--- src/rtl/mxbus_pkg.sv ---
package mxbus_pkg;

    localparam int WS_W  = 2;
    localparam int CNT_W = 2;

    typedef enum logic [2:0] {
        PH_IDLE,
        PH_ADDR,
        PH_LATCH,
        PH_STROBE,
        PH_HOLD,
        PH_DONE
    } phase_e;

    typedef struct packed {
        logic [CNT_W-1:0] strobe_cycles;
        logic             hold;
    } timing_t;

    // Wait setting to strobe length and trailing address-hold cycle.
    function automatic timing_t decode_wait(input logic [WS_W-1:0] ws);
        timing_t t;
        case (ws)
            2'd0:    begin t.strobe_cycles = 2'd1; t.hold = 1'b0; end
            2'd1:    begin t.strobe_cycles = 2'd2; t.hold = 1'b0; end
            2'd2:    begin t.strobe_cycles = 2'd3; t.hold = 1'b0; end
            default: begin t.strobe_cycles = 2'd3; t.hold = 1'b1; end
        endcase
        return t;
    endfunction

endpackage

--- src/rtl/mxbus_sector_sel.sv ---
module mxbus_sector_sel
    import mxbus_pkg::*;
#(
    parameter int HI_W = 8
) (
    input  logic [HI_W-1:0] addr_hi,
    input  logic [HI_W-1:0] bound,
    input  logic [WS_W-1:0] ws_lo,
    input  logic [WS_W-1:0] ws_hi,
    output timing_t         tim
);
    logic in_lower;

    always_comb begin
        in_lower = (addr_hi < bound);
        tim      = decode_wait(in_lower ? ws_lo : ws_hi);
    end
endmodule

--- src/rtl/mxbus_seq.sv ---
module mxbus_seq
    import mxbus_pkg::*;
#(
    parameter int ADDR_W = 16,
    parameter int DATA_W = 8
) (
    input  logic              clk,
    input  logic              rst,
    input  logic              req_valid,
    input  logic              req_write,
    input  logic [ADDR_W-1:0] req_addr,
    input  logic [DATA_W-1:0] req_wdata,
    input  timing_t           tim_in,
    output phase_e            phase,
    output logic [ADDR_W-1:0] lat_addr,
    output logic [DATA_W-1:0] lat_wdata,
    output logic              lat_write,
    output logic              sample_now
);
    timing_t          lat_tim;
    logic [CNT_W-1:0] cnt;

    always_ff @(posedge clk) begin
        if (rst) begin
            phase     <= PH_IDLE;
            lat_addr  <= '0;
            lat_wdata <= '0;
            lat_write <= 1'b0;
            lat_tim   <= '0;
            cnt       <= '0;
        end else begin
            case (phase)
                PH_IDLE: begin
                    if (req_valid) begin
                        lat_addr  <= req_addr;
                        lat_wdata <= req_wdata;
                        lat_write <= req_write;
                        lat_tim   <= tim_in;
                        phase     <= PH_ADDR;
                    end
                end
                PH_ADDR:  phase <= PH_LATCH;
                PH_LATCH: begin
                    cnt   <= lat_tim.strobe_cycles - 2'd1;
                    phase <= PH_STROBE;
                end
                PH_STROBE: begin
                    if (cnt == '0) phase <= lat_tim.hold ? PH_HOLD : PH_DONE;
                    else           cnt   <= cnt - 2'd1;
                end
                PH_HOLD:  phase <= PH_DONE;
                default:  phase <= PH_IDLE;
            endcase
        end
    end

    assign sample_now = (phase == PH_STROBE) && (cnt == '0) && !lat_write;
endmodule

--- src/rtl/mxbus_pins.sv ---
module mxbus_pins
    import mxbus_pkg::*;
#(
    parameter int DATA_W = 8
) (
    input  logic              clk,
    input  logic              rst,
    input  phase_e            phase,
    input  logic [DATA_W-1:0] addr_lo,
    input  logic [DATA_W-1:0] wdata,
    input  logic              is_write,
    input  logic              sample_now,
    input  logic              keep_en,
    input  logic [DATA_W-1:0] ad_in,
    output logic [DATA_W-1:0] ad_out,
    output logic              ad_oe,
    output logic              ad_keep,
    output logic [DATA_W-1:0] rdata,
    output logic              ale,
    output logic              rd_n,
    output logic              wr_n,
    output logic              done
);
    logic [DATA_W-1:0] last_val;
    logic [DATA_W-1:0] drive_val;
    logic              addr_phase;
    logic              data_phase;

    always_comb begin
        addr_phase = (phase == PH_ADDR) || (phase == PH_LATCH);
        data_phase = (phase == PH_STROBE) || (phase == PH_HOLD) || (phase == PH_DONE);
        drive_val  = addr_phase ? addr_lo : wdata;
        ad_oe      = addr_phase || (is_write && data_phase);
        ad_out     = ad_oe ? drive_val : last_val;
        ad_keep    = keep_en && !ad_oe;
        ale        = (phase == PH_ADDR);
        rd_n       = !((phase == PH_STROBE) && !is_write);
        wr_n       = !((phase == PH_STROBE) && is_write);
        done       = (phase == PH_DONE);
    end

    always_ff @(posedge clk) begin
        if (rst) begin
            last_val <= '0;
            rdata    <= '0;
        end else begin
            if (ad_oe)           last_val <= drive_val;
            else if (sample_now) last_val <= ad_in;
            if (sample_now)      rdata    <= ad_in;
        end
    end
endmodule

--- src/rtl/mxbus_ctrl.sv ---
module mxbus_ctrl
    import mxbus_pkg::*;
#(
    parameter int ADDR_W = 16,
    parameter int DATA_W = 8
) (
    input  logic                     clk,
    input  logic                     rst,
    input  logic                     req_valid,
    input  logic                     req_write,
    input  logic [ADDR_W-1:0]        req_addr,
    input  logic [DATA_W-1:0]        req_wdata,
    output logic                     busy,
    output logic                     done,
    output logic [DATA_W-1:0]        rdata,
    input  logic [ADDR_W-DATA_W-1:0] cfg_bound,
    input  logic [WS_W-1:0]          cfg_ws_lo,
    input  logic [WS_W-1:0]          cfg_ws_hi,
    input  logic                     cfg_keep_en,
    output logic [DATA_W-1:0]        ad_out,
    output logic                     ad_oe,
    input  logic [DATA_W-1:0]        ad_in,
    output logic                     ad_keep,
    output logic [ADDR_W-DATA_W-1:0] a_hi,
    output logic                     ale,
    output logic                     rd_n,
    output logic                     wr_n
);
    localparam int HI_W = ADDR_W - DATA_W;

    timing_t           tim;
    phase_e            phase;
    logic [ADDR_W-1:0] lat_addr;
    logic [DATA_W-1:0] lat_wdata;
    logic              lat_write;
    logic              sample_now;

    mxbus_sector_sel #(.HI_W(HI_W)) u_sector (
        .addr_hi (req_addr[ADDR_W-1:DATA_W]),
        .bound   (cfg_bound),
        .ws_lo   (cfg_ws_lo),
        .ws_hi   (cfg_ws_hi),
        .tim     (tim)
    );

    mxbus_seq #(.ADDR_W(ADDR_W), .DATA_W(DATA_W)) u_seq (
        .clk        (clk),
        .rst        (rst),
        .req_valid  (req_valid),
        .req_write  (req_write),
        .req_addr   (req_addr),
        .req_wdata  (req_wdata),
        .tim_in     (tim),
        .phase      (phase),
        .lat_addr   (lat_addr),
        .lat_wdata  (lat_wdata),
        .lat_write  (lat_write),
        .sample_now (sample_now)
    );

    mxbus_pins #(.DATA_W(DATA_W)) u_pins (
        .clk        (clk),
        .rst        (rst),
        .phase      (phase),
        .addr_lo    (lat_addr[DATA_W-1:0]),
        .wdata      (lat_wdata),
        .is_write   (lat_write),
        .sample_now (sample_now),
        .keep_en    (cfg_keep_en),
        .ad_in      (ad_in),
        .ad_out     (ad_out),
        .ad_oe      (ad_oe),
        .ad_keep    (ad_keep),
        .rdata      (rdata),
        .ale        (ale),
        .rd_n       (rd_n),
        .wr_n       (wr_n),
        .done       (done)
    );

    assign busy = (phase != PH_IDLE);
    assign a_hi = lat_addr[ADDR_W-1:DATA_W];
endmodule

--- config.mk ---
export PLATFORM = sky130hd
export DESIGN_NAME = mxbus_ctrl
export DESIGN_NICKNAME = d
export VERILOG_FILES = /design/src/rtl/mxbus_pkg.sv /design/src/rtl/mxbus_sector_sel.sv /design/src/rtl/mxbus_seq.sv /design/src/rtl/mxbus_pins.sv /design/src/rtl/mxbus_ctrl.sv
export SDC_FILE = /design/constraint.sdc
export NUM_CORES = 1
export LEC_CHECK = 0
export BUFFER_PORTS_ARGS = -buffer_cell sky130_fd_sc_hd__buf_2
export CORE_ASPECT_RATIO = 1.75
export CORE_MARGIN = 2
export CORE_UTILIZATION = 46
export CTS_CLUSTER_SIZE = 14
export DETAILED_ROUTE_END_ITERATION = 6
export PLACE_DENSITY = 0.86
export SETUP_SLACK_MARGIN = 0.05
export SLEW_MARGIN = 40
export SYNTH_ARGS = -nofsm -noshare
export SYNTH_HDL_FRONTEND = slang
export SYNTH_HIERARCHICAL = 1
export SYNTH_SLANG_ARGS = --single-unit
export TNS_END_PERCENT = 100
--- constraint.sdc ---
create_clock -name clk -period 1.85 [get_ports clk]
set_input_delay 0.4625 -clock clk [delete_from_list [all_inputs] [get_ports clk]]
set_output_delay 0.4625 -clock clk [all_outputs]
set_load 0.02 [all_outputs]
# After elaboration in Yosys (flattened, before gate mapping)
# Cells that the tools add are included.
# word_totals
ff_bits	49
input_bits	49
output_inout_bits	31
elab_cells	57
# op_classes
addsub	2
order_cmp	1
n_eq_ne	10
n_mux	12
n_reduce_logical	23
# op_table
op	count
$mux W8	4
$pmux W3 S5	1
$pmux W3 S3	1
$lt A8 B8 Y1	1
$eq A3 B2 Y1 const B	2
$eq A3 B3 Y1 const B	2
$logic_and A1 B1 Y1	6
$mux W3	2
$ne A2 B2 Y1 const B	3
$reduce_and A2 Y1	3
$logic_not A1 Y1	4
$logic_not A2 Y1	2
$logic_or A1 B1 Y1	4
$mux W2	2
$pmux W2 S2	1
$reduce_bool A2 Y1	2
$sub A2 B1 Y2 const B	2
$eq A3 B1 Y1 const B	1
$logic_not A3 Y1	1
$reduce_bool A3 Y1	1
$eq A2 B1 Y1 const B	1
$eq A2 B2 Y1 const B	1
$mux W1	1

# Longest topological paths before layout
# depth
depth_word	7
depth_mapped	8

# Cells and area by module
# Netlist, hierarchy kept.
# by_module_without_submodules
mod	instances	cells_each	area_each_um2
mxbus_seq	1	147	1249.9
mxbus_pins	1	101	964.7
mxbus_sector_sel	1	33	249.0
mxbus_ctrl	1	1	6.3

# Worst setup path before layout
# No wires, ideal clock.
# synth_path
path_type	register to output
startpoint	register u_seq.phase[1]
endpoint	output ad_out[0]
arrival_time_ns	1.627
t_required_ns	1.387
setup_slack_ns	-0.239
stages_incl_launch_ff	8
n_path_buf	2
path_cell_list	dfxtp_1 > buf_6 > nand2b_1 > a211o_1 > buf_4 > clkinv_1 > nor2_1 > nor2_1
# synth_between
elab_chain_cells	6
elab_cells_between_ends	12
cone_classes	eq/ne: 5; mux: 2; reduce/logical: 5
# synth_rtl
item	line_no	text
from (decl)	mxbus_seq.sv:14	output phase_e phase,
from (signal assigned)	mxbus_seq.sv:48	if (cnt == '0) phase <= lat_tim.hold ? PH_HOLD : PH_DONE;
$eq A3 B2 Y1 / $eq A3 B3 Y1 (equally long branches)	mxbus_pins.sv:31	data_phase = (phase == PH_STROBE) || (phase == PH_HOLD) || (phase == PH_DONE);
$logic_or A1 B1 Y1 (2 in series)	mxbus_pins.sv:31	
$logic_and A1 B1 Y1	mxbus_pins.sv:33	ad_oe = addr_phase || (is_write && data_phase);
$logic_or A1 B1 Y1 (*)	mxbus_pins.sv:33	
named net ad_oe	mxbus_ctrl.sv:21	output logic ad_oe,
$mux W8 (*)	mxbus_pins.sv:34	ad_out = ad_oe ? drive_val : last_val;
to (decl)	mxbus_ctrl.sv:20	output logic [DATA_W-1:0] ad_out,
# Mark *: on every way through the listed nets, which the timed path passes. The rest lies on a longest branch.

# Final worst setup path
# layout_path
startpoint	register u_seq.phase[1]
endpoint	output ad_out[3]
# layout_between
elab_chain_cells	6
elab_cells_between_ends	12
cone_classes	eq/ne: 5; mux: 2; reduce/logical: 5
# layout_rtl
item	line_no
$eq A3 B2 Y1 / $eq A3 B3 Y1 (equally long branches)	mxbus_pins.sv:31
$logic_or A1 B1 Y1 (2 in series)	mxbus_pins.sv:31
$logic_and A1 B1 Y1	mxbus_pins.sv:33
$logic_or A1 B1 Y1	mxbus_pins.sv:33
$mux W8 (*)	mxbus_pins.sv:34
# Every way passes the cells marked *; elsewhere a longest branch is shown, timed or not.

==> flow_summary.yaml <==
worst_hold_path:
  hold_path_class: "input pin to flip-flop"
power_and_ir_drop:
  p_comb_share_pct: 39.1
  powerDensity_nw_per_um2: 932
  switching_share_pct: 36.5
  pwr-share-seq_pct: 40.3
  power.internal_uw: 1960
  clockPowerShare_pct: 20.6
  p_leak_uw: 0.00141
  p_sw_uw: 1130
  vdd_drop_max_mv: 0.480
setup_path:
  cp_max_fo: 15
  reg2regPathDepth: 6
  critPathRequiredTime_ns: 1.39
  r2r_start: "u_seq/phase[0]"
  start_kind: "flip-flop"
  critPathCaptureType: "output port"
  rrSetupSlack_ns: 0.10
  crit_type: "flip-flop to output port"
  crit_path_end: "ad_out[3]"
  r2r-end: "u_pins/last_val[7]"
  setup.worst_path.start: "u_seq/phase[1]"
  crit_arrival_ns: 1.75
placed_design:
  dp_hpwl_mm: 4.39
  dp_cells: 415
  place_ws_ns: -0.176
  portBuffers: 79
  place_area_um2: 3010
  finalWeightedCongestion: 0.845
global_route:
  first_global_vias: 2303
  overflow: 0
  antenna_found_initial: 0
  grt_max_degree: 31
  grt_util_all_layers_pct: 20.7
  grt_pass1_wl_mm: 9.52
floorplanning:
  die-area_um2: 5990
  boundaryPins: 80
  die_w_um: 59.4
  start_util_pct: 47.4
  die_y_um: 101
  num_rows: 35
  core-area_um2: 5210
routing:
  via_count: 2290
  routedWlPerCell_um: 13.9
  ant_nets: 0
  drcViolationCount: 0
  first_pass_iters: 4
  viasPerCell: 5.34
  drt-initial-drc-count: 44
  drt_wl_total_mm: 5.96
yosys:
  syn_area_per_cell_um2: 8.76
  synth_edf_count: 0
  synth-main-ff-cell: "dfxtp_1"
  yosys_warnings: 6
  postSynth.asyncResetShare_pct: 0
  yosysSeqAreaShare_pct: 39.7
  syn_area_um2: 2470
  syn_inst: 282
  synth_cell_types: 43
  synth_fp_nets: 338
  ys_seq_elements: 49
cells_and_area:
  final_layout_size_suffix_gt1_share_pct: 41.2
  instances_no_fill: 429
  stdcell_area_um2: 3310
  post-route-util_pct: 63.6
  layout_common_cells: "buf_2 (75), nand2_1 (58), dfxtp_1 (45), a21oi_1 (28), nor2_1 (22)"
  layout_commonest_cell: "buf_2"
  fillers: 435
  fin_nets: 429
  area_growth_pct: 34.1
  antenna_cells: 0
sta:
  tns_ns: -3.49
  finalCritPeriodShare_pct: 120
  relSlewSlack_pct: 58.9
  finalHoldViolCount: 0
  setup_violations: 11
  finalMaxSlewViolations: 0
  fin_ws_ns: -0.363
  tightest_slew_ns: 0.616
  timing.fmax_mhz: 452
  rsz0062_at_grt: "yes"
  clock_skew_ns: 0.0103
  min_period_ns: 2.21
clock_network:
  h-tree-depth: 2
  cts_sinks: 49
  ctsHoldBuffers: 0
  clk_latency_ns: 0.31
  cts_made_buffers: 5
  clockRootBuffer: "clkbuf_8"
  cts_tree: "done"
  clock_path_buffers: 2
  cts.reportedPaths.clkPinSlew_ns: 0.08
outcome:
  status: "complete, but fails checks"
  violations: "setup timing"
job:
  drv_cap: 0
## metal layers
layer  vias up  share of wire [%]  track usage [%]
met5         -                  0                0
met2        77                 54             37.8
met3        16                5.0             4.49
li1       1139                  -                -
met1      1058                 37             20.7
met4         0                3.4             11.0
## state kept, by name (all words and copies together), names as in the netlist
name,count
u_pins/last_val,8
u_pins/rdata,8
u_seq/cnt,2
u_seq/lat_addr,16
u_seq/lat_tim,3
u_seq/lat_wdata,8
u_seq/lat_write,1
u_seq/phase,3
## cell families after synthesis
| logic type | count (synthesis) | synth area share (%) |
|---|---|---|
| simple gates | 118 | 23.6 |
| compound gates | 59 | 16.8 |
| flops | 49 | 39.7 |
| buf+inv | 28 | 7.65 |
| mux | 19 | 7.70 |
| fa+ha+maj | 7 | 3.55 |
| xor+xnor | 2 | 1.01 |
## power groups by stage
stage               clock, uW  combinational [uW]  sequential [uW]
floorplan                   0                 744             1280
global placement            0                1040             1250
CTS                       659                1150             1240
detailed placement          0                1060             1260
global route              695                1320             1260
finish                    636                1210             1240
## critical path, stage by stage, from the launching register on
cell and delay [ns]:
dfxtp_2 0.35, nand2b_1 0.16, a211o_1 0.33, buf_12 0.18, a211oi_4 0.19, nor2_2 0.08
buf_4 0.16
## through the flow
stage,power (uW),hold WS [ns]
global route,3270,0.390
floorplan,2030,0.421
detailed placement,2320,0.442
finish,3090,0.392
global placement,2290,0.440
CTS,3050,0.385
## synthesized netlist by cell type (2+ instances only)
library cell	n	area, um^2
mux2i_1	19	190
nor2_1	30	113
nand2_1	58	218
o21ai_1	2	10.0
dfxtp_1	49	981
inv_1	9	33.8
buf_4	2	15.0
nor2b_1	3	18.8
a211oi_1	10	75.1
buf_8	2	30.0
or3_1	2	12.5
nand2b_1	2	12.5
and3b_2	2	20.0
a211oi_2	9	113
buf_6	6	67.6
o21ai_0	2	10.0
clkbuf_1	4	15.0
a21oi_1	29	145
buf_2	3	15.0
ha_1	7	87.6
nor3b_1	10	75.1
## final cells by class
cell class	instances	area (um^2)	share of cell area (%)
Tap cell	55	68.8	2.08
Clock buffer	5	68.8	2.08
Timing Repair Buffer	102	656	19.8
Multi-Input combinational cell	205	1460	44.1
Inverter	10	45.0	1.36
Clock inverter	3	21.3	0.642
Sequential cell	49	991	29.9
## repair_timing
item,in CTS,in global routing
setup buffers,1,4
pin swaps,0,1
gates cloned,0,1
endpoints found under the hold margin,0,0
gates resized for setup,16,17
setup endpoints to repair,15,32
## worst min-delay path by stage
| stage | end | depth (start not counted) | startpoint |
|---|---|---|---|
| global placement | u_seq/lat_addr[5] | 2 | u_seq/lat_addr[5] |
| finish | u_seq/lat_wdata[3] | 3 | req_wdata[3] |
| floorplan | u_seq/phase[0] | 1 | u_seq/lat_tim[0] |
| CTS | u_seq/lat_wdata[6] | 3 | req_wdata[6] |
| global route | u_seq/lat_addr[3] | 3 | req_addr[3] |
| detailed placement | u_seq/lat_addr[5] | 2 | u_seq/lat_addr[5] |
(Power assumes the default switching activity.)
